===== config.mk =====
export PLATFORM = sky130hd
export DESIGN_NAME = icu_capture
export DESIGN_NICKNAME = d
export VERILOG_FILES = /design/src/rtl/icu_pkg.sv /design/src/rtl/icu_sync.sv /design/src/rtl/icu_filter.sv /design/src/rtl/icu_edge.sv /design/src/rtl/icu_capture.sv
export SDC_FILE = /design/constraint.sdc
export NUM_CORES = 1
export LEC_CHECK = 0
export BUFFER_PORTS_ARGS = -buffer_cell sky130_fd_sc_hd__buf_2
export CAP_MARGIN = 25
export CORE_MARGIN = 1.5
export CORE_UTILIZATION = 49
export DETAILED_ROUTE_END_ITERATION = 16
export PLACE_DENSITY = 0.85
export SLEW_MARGIN = 20
export SYNTH_ARGS = -nofsm -noshare
export SYNTH_HDL_FRONTEND = slang
export SYNTH_HIERARCHICAL = 1
export SYNTH_SLANG_ARGS = --single-unit
export TNS_END_PERCENT = 30

===== constraint.sdc =====
create_clock -name clk_i -period 4.16 [get_ports clk_i]
set_input_delay 0.624 -clock clk_i [delete_from_list [all_inputs] [get_ports clk_i]]
set_output_delay 0.624 -clock clk_i [all_outputs]
set_load 0.05 [all_outputs]

===== src/rtl/icu_pkg.sv =====
package icu_pkg;
  typedef enum logic {
    EDGE_FALL = 1'b0,
    EDGE_RISE = 1'b1
  } edge_sel_e;
endpackage


===== src/rtl/icu_sync.sv =====
module icu_sync #(
  parameter int STAGES = 2
) (
  input  logic clk_i,
  input  logic rst_ni,
  input  logic d_i,
  output logic q_o
);
  logic [STAGES-1:0] ff_q;

  for (genvar g = 0; g < STAGES; g++) begin : g_stage
    if (g == 0) begin : g_first
      always_ff @(posedge clk_i or negedge rst_ni)
        if (!rst_ni) ff_q[0] <= 1'b0;
        else         ff_q[0] <= d_i;
    end else begin : g_next
      always_ff @(posedge clk_i or negedge rst_ni)
        if (!rst_ni) ff_q[g] <= 1'b0;
        else         ff_q[g] <= ff_q[g-1];
    end
  end

  assign q_o = ff_q[STAGES-1];
endmodule


===== src/rtl/icu_filter.sv =====
module icu_filter #(
  parameter int LEN = 4
) (
  input  logic clk_i,
  input  logic rst_ni,
  input  logic d_i,
  input  logic en_i,
  output logic q_o
);
  localparam int HistW = LEN - 1;

  logic [HistW-1:0] hist_q;
  logic [LEN-1:0]   win;
  logic             filt_q;

  // current sample plus LEN-1 previous ones
  assign win = {hist_q, d_i};

  always_ff @(posedge clk_i or negedge rst_ni) begin
    if (!rst_ni) begin
      hist_q <= '0;
      filt_q <= 1'b0;
    end else begin
      hist_q <= win[HistW-1:0];
      if (&win)       filt_q <= 1'b1;
      else if (~|win) filt_q <= 1'b0;
    end
  end

  assign q_o = en_i ? filt_q : d_i;
endmodule


===== src/rtl/icu_edge.sv =====
module icu_edge
  import icu_pkg::*;
(
  input  logic clk_i,
  input  logic rst_ni,
  input  logic level_i,
  input  logic rise_i,
  output logic stb_o
);
  logic      prev_q;
  edge_sel_e sel;

  assign sel = edge_sel_e'(rise_i);

  always_ff @(posedge clk_i or negedge rst_ni)
    if (!rst_ni) prev_q <= 1'b0;
    else         prev_q <= level_i;

  always_comb begin
    unique case (sel)
      EDGE_RISE: stb_o = level_i & ~prev_q;
      default:   stb_o = ~level_i & prev_q;
    endcase
  end
endmodule


===== src/rtl/icu_capture.sv =====
module icu_capture #(
  parameter int CNT_W       = 16,
  parameter int SYNC_STAGES = 2,
  parameter int FILT_LEN    = 4
) (
  input  logic             clk_i,
  input  logic             rst_ni,
  input  logic             pin_i,
  input  logic             filt_en_i,
  input  logic             edge_rise_i,
  input  logic             top_mode_i,
  input  logic [CNT_W-1:0] count_i,
  input  logic             wr_en_i,
  input  logic [CNT_W-1:0] wr_data_i,
  input  logic             flag_clr_i,
  output logic [CNT_W-1:0] cap_o,
  output logic             flag_o
);
  logic pin_sync;
  logic level;
  logic cap_stb;
  logic do_cap;
  logic do_wr;

  icu_sync #(.STAGES(SYNC_STAGES)) u_sync (
    .clk_i (clk_i),
    .rst_ni(rst_ni),
    .d_i   (pin_i),
    .q_o   (pin_sync)
  );

  icu_filter #(.LEN(FILT_LEN)) u_filter (
    .clk_i (clk_i),
    .rst_ni(rst_ni),
    .d_i   (pin_sync),
    .en_i  (filt_en_i),
    .q_o   (level)
  );

  icu_edge u_edge (
    .clk_i  (clk_i),
    .rst_ni (rst_ni),
    .level_i(level),
    .rise_i (edge_rise_i),
    .stb_o  (cap_stb)
  );

  // register acts as period limit in top mode: no capture, writable
  assign do_cap = cap_stb & ~top_mode_i;
  assign do_wr  = wr_en_i & top_mode_i;

  always_ff @(posedge clk_i or negedge rst_ni) begin
    if (!rst_ni) begin
      cap_o  <= '0;
      flag_o <= 1'b0;
    end else begin
      if (do_wr)       cap_o <= wr_data_i;
      else if (do_cap) cap_o <= count_i;
      if (do_cap)          flag_o <= 1'b1;
      else if (flag_clr_i) flag_o <= 1'b0;
    end
  end
endmodule


==> impl_metrics.toml <==
[cts]
cts_resized = 0
cts_tree = "built"
cts.hold.buffers_added = 0
clk_pin_slew_ns = 0.12
insertion_delay_ns = 0.30
postCtsSetupBuffers = 0
cts.sinks = 24
clockBufferDepth = 2
cts_max_level = 1
cts_root_buf = "clkbuf_4"
numCtsBuffers = 3

[detailed_routing]
wl_per_cell_um = 14.30
routed_wl_um = 2431
ant_nets = 0
drt_iter0_drc = 3
first_pass_iters = 2
vias_per_cell = 5.171
vias = 879
drc = 0

[floorplan]
die-area_um2 = 2825
die_x_um = 53.15
die_h_um = 53.15
pin_count = 57
initial_utilization_pct = 53.65
core_area_um2 = 2297
row_count = 17

[run_status]
status = "complete, no violations"

[final_layout]
area_delta_synth_final_pct = 22.34
final_util_pct = 65.63
fillerInstances = 191
finalInstanceArea_um2 = 1508
finalNonFillerCells = 170
antenna_cells = 0
final_layout_size_suffix_gt1_share_pct = 44.37
nets = 184

[timing]
slew_headroom_pct = 63.08
skew_ns = 0.004285
max_freq_mhz = 497.3
finalSetupViolCount = 0
period_share_pct = 48.34
hold_viol = 0
setup-tns-final_ns = 0
setup_slack_ns = 2.149
rsz0062_at_grt = "false"
fin_crit_ns = 2.011
drv_slew = 0
worst_pin_slew_ns = 0.5537
hold_slack_ns = 0.2792

[power_and_ir_drop]
pwr-share-seq_pct = 43.0
p_switching_mw = 0.3100
power.density_nw_per_um2 = 477.9
switching_share_pct = 43.02
peakVddDrop_v = 0.0002216
p_leak_nw = 0.7967
pwr-share-clk_pct = 13.3
p_int_mw = 0.4105
combPwrFrac_pct = 43.7
power_mw = 0.7205

[placed_design]
place_area_um2 = 1485
dp.cells = 167
gp_congestion = 0.6889
place.detailed.hpwl_um = 1862
numPortBuffers = 56
place_ws_ns = 1.811

[global_route]
grt_max_degree = 25
grt_pass1_vias = 894
gr-total-overflow = 0
grt_pass1_wl_um = 3746
antenna_found_initial = 0
gr-usage-all-layers_pct = 18.55

[yosys]
synth_top_cell_area_share_pct = 48.73
synth_area_um2 = 1232
synth_top_cell_by_area = "dfrtp_1"
ys_types = 14
synthTopCellsByArea = "dfrtp_1 (49%), mux2i_1 (39%), buf_12 (3.2%), buf_6 (1.8%), o41ai_2 (1.3%)"
syn_nets = 128
ys_warn_count = 6
synth-seq-cells = 24
syn-instance-count = 88
avgSynthCellArea_um2 = 14.00
yosysSeqAreaShare_pct = 48.73

[critical_path]
startpoint_type = "primary input"
crit_type = "in2reg"
r2r_slack_ns = 2.16
cp.arrival_ns = 2.18
cp.required_ns = 4.33
crit_path_max_fanout = 10
endpoint_kind = "flop"

[run]
cap_violations = 0

[hold_path]
hold_path_class = "in2async"
-- layout by cell type (no fill, tap or decap) --
master	synthesis	layout
nand2b_1	1	1
dfrtp_1	24	24
buf_8	0	1
clkbuf_4	0	3
o41ai_2	1	1
inv_1	2	2
nand4_1	1	1
mux2_2	1	1
buf_2	0	56
o21ai_2	1	1
nand3b_1	1	1
mux2i_1	48	48
o22ai_1	1	1
nand2_1	1	1
-- power by group through the flow --
stage / Combinational (mW) / Sequential, mW / Clock, mW
after global placement: 0.306 / 0.311 / 0
after global routing: 0.335 / 0.316 / 0.111
final: 0.315 / 0.310 / 0.0962
after detailed placement: 0.318 / 0.313 / 0
after floorplan: 0.107 / 0.448 / 0
after CTS: 0.319 / 0.310 / 0.101
-- worst paths after layout --
path	to	cells past startpoint	start
max in group asynchronous	cap_o[0]	1	rst_ni
setup / recovery	cap_o[1]	7	filt_en_i
hold / removal	cap_o[11]	1	rst_ni
hold reg to reg	u_sync/q_o	0	u_sync/ff_q[0]
min in group clk_i	u_sync/q_o	0	u_sync/ff_q[0]
setup reg to reg	cap_o[1]	6	u_sync/q_o
-- synth_stat cells, drive strengths merged --
cell type	n
o41ai	1
nand4	1
o22ai	1
dfrtp	24
nand3b	1
inv	2
nand2	1
mux2	1
nand2b	1
mux2i	48
o21ai	1
buf	6
-- cell type report --
class	count	area (um2)	area share (%)
Multi-Input combinational cell	56	546.8	36.27
Timing Repair Buffer	57	295.3	19.58
Sequential cell	24	600.6	39.83
Inverter	2	7.507	0.4979
Tap cell	28	35.03	2.324
Clock buffer	3	22.52	1.494
-- critical path, cell delays in order --
cell	delay, ns
buf_2	0.08
mux2_2	0.34
nand2b_1	0.15
o21ai_2	0.45
buf_8	0.23
mux2i_1	0.20
mux2i_1	0.10
-- sequential cells by signal (all words and copies together) (netlist names) --
signal and flops:
u_filter/hist_q 3, u_sync/q_o 1, cap_o 16, u_filter/filt_q 1
u_edge/prev_q 1, u_sync/ff_q 1, flag_o 1
-- cell families after synthesis --
kind of cell | count (synthesis) | share of synthesized area (%)
mux | 49 | 39.90
buf+inv | 8 | 6.903
flops | 24 | 48.73
compound gates | 3 | 2.539
simple gates | 4 | 1.930
-- per-layer routing --
| metal | GRT usage [%] | wire length (um) | part of all wire [%] | up-vias |
|---|---|---|---|---|
| met3 | 3.107 | 163 | 6.7 | 2 |
| met1 | 22.57 | 1078 | 44 | 420 |
| li1 | - | - | - | 427 |
| met5 | 0 | 0 | 0 | - |
| met2 | 32.29 | 1174 | 48 | 30 |
| met4 | 7.692 | 16 | 0.66 | 0 |
Power figures use the tool's default switching activity.
